**src/rtl/irqagg_pkg.sv**
```systemverilog
package irqagg_pkg;

   localparam int unsigned WORD_W = 32;

   typedef enum logic [2:0] {
      RK_VERSION,
      RK_TIMER,
      RK_MASKED,
      RK_ENABLE,
      RK_CLEAR,
      RK_RESERVED,
      RK_VECTOR
   } reg_kind_e;

   typedef struct packed {
      reg_kind_e kind;
      logic      bank;   // 1: high bank, 0: low bank
   } decode_t;

   function automatic logic [WORD_W-1:0] swap_bytes(input logic [WORD_W-1:0] w);
      logic [WORD_W-1:0] r;
      for (int b = 0; b < WORD_W / 8; b++) begin
         r[8*b +: 8] = w[WORD_W - 8*(b+1) +: 8];
      end
      return r;
   endfunction

endpackage

```
**src/rtl/irqagg_decode.sv**
```systemverilog
module irqagg_decode
   import irqagg_pkg::*;
#(
   parameter int unsigned ADDR_W      = 18,
   parameter int unsigned VERSION_OFS = 32'h00,
   parameter int unsigned TIMER_OFS   = 32'hF0,
   parameter int unsigned HI_BASE     = 32'h10,
   parameter int unsigned LO_BASE     = 32'h20
) (
   input  logic [ADDR_W-1:0] addr_i,
   output decode_t           dec_o
);

   localparam int unsigned N_SLOT = 4;

   logic [1:0][N_SLOT-1:0] hit;

   for (genvar b = 0; b < 2; b++) begin : g_bank_hit
      localparam int unsigned BASE = (b == 1) ? HI_BASE : LO_BASE;
      for (genvar s = 0; s < N_SLOT; s++) begin : g_slot
         assign hit[b][s] = (addr_i == ADDR_W'(BASE + 4*s));
      end
   end

   always_comb begin
      dec_o.bank = 1'b0;
      dec_o.kind = RK_VECTOR;
      if (addr_i == ADDR_W'(VERSION_OFS)) begin
         dec_o.kind = RK_VERSION;
      end else if (addr_i == ADDR_W'(TIMER_OFS)) begin
         dec_o.kind = RK_TIMER;
      end else if (|hit[0] || |hit[1]) begin
         dec_o.bank = |hit[1];
         case (hit[0] | hit[1])
            4'b0001: dec_o.kind = RK_MASKED;
            4'b0010: dec_o.kind = RK_ENABLE;
            4'b0100: dec_o.kind = RK_CLEAR;
            default: dec_o.kind = RK_RESERVED;
         endcase
      end
   end

endmodule

```
**src/rtl/irqagg_bank.sv**
```systemverilog
module irqagg_bank #(
   parameter int unsigned BANK_W = 32
) (
   input  logic              clk,
   input  logic              rst_n,
   input  logic [BANK_W-1:0] src_i,
   input  logic              en_we_i,
   input  logic              clr_we_i,
   input  logic [BANK_W-1:0] wval_i,
   output logic [BANK_W-1:0] masked_o,
   output logic [BANK_W-1:0] enable_o,
   output logic              pend_o
);

   logic [BANK_W-1:0] status_q;
   logic [BANK_W-1:0] enable_q;
   logic [BANK_W-1:0] clr_mask;

   assign clr_mask = clr_we_i ? wval_i : '0;

   always_ff @(posedge clk or negedge rst_n) begin
      if (!rst_n) begin
         status_q <= '0;
         enable_q <= '0;
      end else begin
         status_q <= src_i & ~clr_mask;
         if (en_we_i) begin
            enable_q <= wval_i;
         end
      end
   end

   assign masked_o = status_q & enable_q;
   assign enable_o = enable_q;
   assign pend_o   = |masked_o;

   // no status bit without its source high on the previous edge
   p_status_has_src_r1: assert property (@(posedge clk) disable iff (!rst_n)
      (status_q & ~$past(src_i)) == '0);

   // a cleared bit stays low for the cycle after the clear
   p_clear_wins_r5: assert property (@(posedge clk) disable iff (!rst_n)
      $past(clr_we_i) |-> (status_q & $past(wval_i)) == '0);

   // an enable write is stored as given
   p_enable_load_r4: assert property (@(posedge clk) disable iff (!rst_n)
      $past(en_we_i) |-> enable_q == $past(wval_i));

   // without an enable write the mask holds
   p_enable_hold_r9: assert property (@(posedge clk) disable iff (!rst_n)
      !$past(en_we_i) |-> $stable(enable_q));

endmodule

```
**src/rtl/irqagg_rdmux.sv**
```systemverilog
module irqagg_rdmux
   import irqagg_pkg::*;
#(
   parameter int unsigned ADDR_W          = 18,
   parameter int unsigned BANK_W          = 32,
   parameter logic [31:0] VERSION_WORD    = 32'h0019_0002,
   parameter int unsigned VEC_ORIGIN      = 32'h120,
   parameter int unsigned VEC_BASE        = 32'h40,
   parameter int unsigned VEC_STRIDE_LOG2 = 6
) (
   input  logic [ADDR_W-1:0]         addr_i,
   input  decode_t                   dec_i,
   input  logic [1:0][BANK_W-1:0]    masked_i,
   input  logic [1:0][BANK_W-1:0]    enable_i,
   output logic [WORD_W-1:0]         rdata_o
);

   localparam logic [WORD_W-1:0] MASK_FLAG = 32'h8000_0000;

   logic [11:0]       rel;
   logic [7:0]        vnum;
   logic [WORD_W-1:0] word;

   assign rel  = 12'(addr_i - ADDR_W'(VEC_ORIGIN));
   assign vnum = 8'(rel >> VEC_STRIDE_LOG2) + 8'(VEC_BASE);

   always_comb begin
      unique case (dec_i.kind)
         RK_VERSION: word = VERSION_WORD;
         RK_MASKED:  word = WORD_W'(masked_i[dec_i.bank]);
         RK_ENABLE:  word = WORD_W'(enable_i[dec_i.bank]);
         RK_VECTOR:  word = MASK_FLAG | WORD_W'(vnum);
         default:    word = '0;
      endcase
   end

   assign rdata_o = swap_bytes(word);

endmodule

```
**src/rtl/irq_aggregator.sv**
```systemverilog
module irq_aggregator
   import irqagg_pkg::*;
#(
   parameter int unsigned ADDR_W          = 18,
   parameter int unsigned BANK_W          = 32,
   parameter logic [31:0] VERSION_WORD    = 32'h0019_0002,
   parameter int unsigned VERSION_OFS     = 32'h00,
   parameter int unsigned TIMER_OFS       = 32'hF0,
   parameter int unsigned HI_BASE         = 32'h10,
   parameter int unsigned LO_BASE         = 32'h20,
   parameter int unsigned VEC_ORIGIN      = 32'h120,
   parameter int unsigned VEC_BASE        = 32'h40,
   parameter int unsigned VEC_STRIDE_LOG2 = 6
) (
   input  logic              clk,
   input  logic              rst_n,
   input  logic [BANK_W-1:0] src_lo_i,
   input  logic [BANK_W-1:0] src_hi_i,
   input  logic [ADDR_W-1:0] bus_addr_i,
   input  logic              bus_wr_i,
   input  logic [31:0]       bus_wdata_i,
   output logic [31:0]       bus_rdata_o,
   output logic              cpu_irq_o
);

   localparam int unsigned N_BANK = 2;

   if (BANK_W < 1 || BANK_W > WORD_W) begin : g_bad_bank_w
      $error("BANK_W must lie in 1..32");
   end
   if (ADDR_W < 12) begin : g_bad_addr_w
      $error("ADDR_W must be at least 12");
   end
   if (VEC_STRIDE_LOG2 < 4 || VEC_STRIDE_LOG2 > 11) begin : g_bad_stride
      $error("VEC_STRIDE_LOG2 must lie in 4..11");
   end

   decode_t                     dec;
   logic [WORD_W-1:0]           wval;
   logic [N_BANK-1:0][BANK_W-1:0] src_arr;
   logic [N_BANK-1:0][BANK_W-1:0] masked_arr;
   logic [N_BANK-1:0][BANK_W-1:0] enable_arr;
   logic [N_BANK-1:0]           pend;

   assign wval       = swap_bytes(bus_wdata_i);
   assign src_arr[0] = src_lo_i;
   assign src_arr[1] = src_hi_i;

   irqagg_decode #(
      .ADDR_W      (ADDR_W),
      .VERSION_OFS (VERSION_OFS),
      .TIMER_OFS   (TIMER_OFS),
      .HI_BASE     (HI_BASE),
      .LO_BASE     (LO_BASE)
   ) u_decode (
      .addr_i (bus_addr_i),
      .dec_o  (dec)
   );

   for (genvar b = 0; b < N_BANK; b++) begin : g_bank
      logic sel;
      assign sel = bus_wr_i && (dec.bank == 1'(b));
      irqagg_bank #(.BANK_W(BANK_W)) u_bank (
         .clk      (clk),
         .rst_n    (rst_n),
         .src_i    (src_arr[b]),
         .en_we_i  (sel && dec.kind == RK_ENABLE),
         .clr_we_i (sel && dec.kind == RK_CLEAR),
         .wval_i   (wval[BANK_W-1:0]),
         .masked_o (masked_arr[b]),
         .enable_o (enable_arr[b]),
         .pend_o   (pend[b])
      );
   end

   irqagg_rdmux #(
      .ADDR_W          (ADDR_W),
      .BANK_W          (BANK_W),
      .VERSION_WORD    (VERSION_WORD),
      .VEC_ORIGIN      (VEC_ORIGIN),
      .VEC_BASE        (VEC_BASE),
      .VEC_STRIDE_LOG2 (VEC_STRIDE_LOG2)
   ) u_rdmux (
      .addr_i   (bus_addr_i),
      .dec_i    (dec),
      .masked_i (masked_arr),
      .enable_i (enable_arr),
      .rdata_o  (bus_rdata_o)
   );

   assign cpu_irq_o = |pend;

   // the line needs an enabled bit somewhere
   p_irq_needs_enable_r2: assert property (@(posedge clk) disable iff (!rst_n)
      cpu_irq_o |-> ((|enable_arr[0]) || (|enable_arr[1])));

   // the line needs a source that was high on the previous edge
   p_irq_needs_src_r2: assert property (@(posedge clk) disable iff (!rst_n)
      cpu_irq_o |-> $past((|src_lo_i) || (|src_hi_i)));

   // reserved slots read as zero
   p_reserved_zero_r9: assert property (@(posedge clk) disable iff (!rst_n)
      (bus_addr_i == ADDR_W'(HI_BASE + 12) || bus_addr_i == ADDR_W'(LO_BASE + 12))
      |-> bus_rdata_o == '0);

   // the version offset reads the fixed word
   p_version_word_r7: assert property (@(posedge clk) disable iff (!rst_n)
      (bus_addr_i == ADDR_W'(VERSION_OFS)) |-> bus_rdata_o == 32'h0200_1900);

endmodule

```
**config.mk**
```make
export PLATFORM = sky130hd
export DESIGN_NAME = irq_aggregator
export DESIGN_NICKNAME = d
export VERILOG_FILES = /design/src/rtl/irqagg_pkg.sv /design/src/rtl/irqagg_decode.sv /design/src/rtl/irqagg_bank.sv /design/src/rtl/irqagg_rdmux.sv /design/src/rtl/irq_aggregator.sv
export SDC_FILE = /design/constraint.sdc
export NUM_CORES = 1
export LEC_CHECK = 0
export BUFFER_PORTS_ARGS = -buffer_cell sky130_fd_sc_hd__buf_2
export CAP_MARGIN = 20
export CORE_ASPECT_RATIO = 1.25
export CORE_UTILIZATION = 54
export CTS_CLUSTER_DIAMETER = 50
export DETAILED_ROUTE_END_ITERATION = 16
export PLACE_DENSITY = 0.8
export REMOVE_ABC_BUFFERS = 1
export SYNTH_ARGS = -nofsm -noshare
export SYNTH_HDL_FRONTEND = slang
export SYNTH_SLANG_ARGS = --single-unit
```
**constraint.sdc**
```tcl
create_clock -name clk -period 2.3 [get_ports clk]
set_clock_uncertainty 0.15 [all_clocks]
set_input_delay 0.115 -clock clk [delete_from_list [all_inputs] [get_ports clk]]
set_output_delay 0.115 -clock clk [all_outputs]
set_load 0.05 [all_outputs]
```
==> impl_results.md <==
* Status: finished, final reports clean
* CTS Root Cell: clkbuf_16
* Avg WL per Cell at 22.7 microns
* Unrepaired setup endpoints after global routing: true
* Mapped Area at 6330 sq um
* Max rail drop VDD at 430 uV
* Via/cell ratio at 6.41
* Crit. End Element: output pin
* EDFF count, synth at 0
* Distinct cells, synth at 45
* Die area at 12200 sq um
* Die W at 98.8 microns
* Largest stage delay on the critical path at 280 ps
* Worst R2R Path Depth at 1
* Top fanout value on the critical path at 14
* Async S/R FF share, synth at 100%
* Share of the synthesized area in the top cell type at 50.6%
* ANT nets after route at 0
* Worst path cell trace: buf_2 > nor4_4 > buf_4 > and4_2 > buf_4 > nand3_1 > a21oi_1 > o21bai_1 > buf_4
* Final core utilization at 82.5%
* Slowest CP cell: nor4_4
* Startpoint types: input port
* Crit path DAT at 2030 ps
* RR Endpoint: g_bank[0].u_bank.enable_o[30]
* Most common flop cell mapped by yosys: dfrtp_1
* Share of the clock period used by the worst path at 99.9%
* RD Place Congestion at 0.876
* Worst relative slew slack at 54.8%
* # DRC at 0
* Final Max Slew Viols at 0
* Area of the multi-input gates at 3060 sq um
* Max_cap viols at 0
* Most area-consuming cells after synthesis: dfrtp_1 (51%), a21boi_0 (7.6%), mux2_4 (7.1%), mux2_2 (5.9%), mux2i_1 (4.4%)
* TritonCTS Buffers at 17
* Diodes inserted at 0
* Post-route insts no fill at 966
* Initial antenna violation count at 0
* Clock tree buffer depth at 2
* Post-CTS setup repair buffer count at 0
* Type of the worst setup path: in2out
* Placed cell count at 822
* Final Hold Vio Count at 0
* Measured slew at the worst slew-check pin at 678 ps
* DR pass1 iterations at 6
* Area growth from synthesis to layout at 46.6%
* Final min period at 2300 ps
* Required time of the critical path at 2040 ps
* Total Routing Usage GR at 36.7%
* CP startpoint: bus_addr_i[8]
* Via count at 6192
* First-pass GRT wire length at 33.3 mm
* Routed wire length at 22.0 mm
* P_leak at 4.44 nW
* Initial DRC Count at 589
* Part of the Yosys area used for sequential elements at 50.6%
* Seq cells post-synth at 128
* DP HPWL at 11.7 mm
* Net count reported at finish at 936
* Sink Count at 128
* Clock transition at path regs at 60 ps
* Hold Crit Class: in2async
* Reg2Reg Setup Slack at 1300 ps
* Core area at 11200 sq um
* CP delay by family, top: buffers and inverters
* Die Y at 123 microns
* PD cells at 607 nW/um^2
* Most used cell, CP: buf_4
* GRT overflow at 0
* Max Clk Rate at 435 MHz
* Register area at 3200 sq um
* WP buf/inv at 4
* Leading area contributor after synthesis: dfrtp_1
* CTS tree: built
* Fin Setup TNS at 0 ps
* Synth Instances at 539
* Yosys warns at 0
* Most common cell after layout, fill and taps aside: buf_2
* H-Tree Depth at 4
* Top-Level Pins at 150
* Syn avg cell area at 11.7 sq um
* Initial core utilization at 56.3%
* Number of I/O port buffers at 149
* Std cell rows at 43
* Largest net degree at the start of global routing at 51
* Most frequent cells in the layout: buf_2 (137), dfrtp_1 (128), dlygate4sd3_1 (112)
* Proportion of layout cells with a drive suffix above 1 at 35.4%
* Number of global-route vias before repair at 6475
* Fill cells at 547
* Launch point of the worst reg-to-reg path: g_bank[0].u_bank.enable_o[30]
* Final setup fails at 0
* Clock insertion delay at the later pin of the skew report at 420 ps
==> Yosys cell counts, drive strengths merged, types with 6 or more instances <==
master,number
a21boi,64
nand2,26
nor2,9
dfrtp,128
a21o,6
o22ai,12
nand4,13
o21a,9
o21bai,9
buf,14
clkbuf,17
a21oi,21
mux2i,28
nand3,48
a22oi,20
mux2,64
==> flip-flops by register name (all words and copies together) (netlist names) <==
register	cells
g_bank.u_bank.enable_o	64
g_bank.u_bank.status_q	64
==> worst max-delay path by stage <==
stage                              endpoint  slack (ps)  depth (start not counted)
6_report                     bus_rdata_o[3]           2                          9
5_1_grt                      bus_rdata_o[6]        -110                          9
4_1_cts                      bus_rdata_o[2]          30                         10
3_5_place_dp                bus_rdata_o[25]         -60                          8
3_3_place_gp                bus_rdata_o[12]          20                          9
2_1_floorplan  g_bank[1].u_bank.status_q[0]       -2010                          4
==> layer usage <==
layer,global-route usage [%],vias to the layer above,part of all wire (%)
met4,23.2,0,6.5
met2,63.7,445,51
li1,-,2587,-
met3,7.97,138,8.2
met1,41.1,3022,34
met5,0,-,0
==> report_power, final <==
part	leakage [nW]	internal (W)	switching, W
sequential	1.64	0.00231	0.0000386
clock	0.296	0.00178	0.000996
combinational	2.50	0.000260	0.000235
total	4.44	0.00436	0.00127
==> cells by family after synthesis <==
logic type | Yosys count | share of synthesized area [%]
XOR/XNOR | 5 | 0.692
adder cells (fa/ha/maj) | 1 | 0.198
buffers and inverters | 34 | 2.53
flip-flops | 128 | 50.6
AO/OA/AOI/OAI | 158 | 17.7
AND/OR/NAND/NOR | 121 | 10.6
multiplexers | 92 | 17.6
==> area by class of cell <==
class / count / share of cell area [%]
Multi-Input combinational cell: 377 / 33.0
Timing Repair Buffer: 291 / 23.9
Clock buffer: 22 / 5.11
Clock inverter: 10 / 1.44
Tap cell: 135 / 1.82
Inverter: 3 / 0.121
Sequential cell: 128 / 34.5
==> through the flow <==
step	worst slack, ps	power [W]	hold WS (ps)	area (sq um)
after floorplan	-2010	0.00248	-331	6180
after global placement	16.9	0.00269	23.9	7410
after detailed placement	-60.5	0.00270	38.5	7410
after CTS	28.9	0.00558	149	9180
after global routing	-111	0.00578	181	9270
final	1.88	0.00563	117	9270
==> timing repair <==
action	4_1_cts	5_1_grt
gates resized for setup	7	33
endpoints found under the hold margin	174	0
pin swaps	1	9
hold buffers	112	0
setup endpoints to repair	14	54
Power figures use the tool's default switching activity.
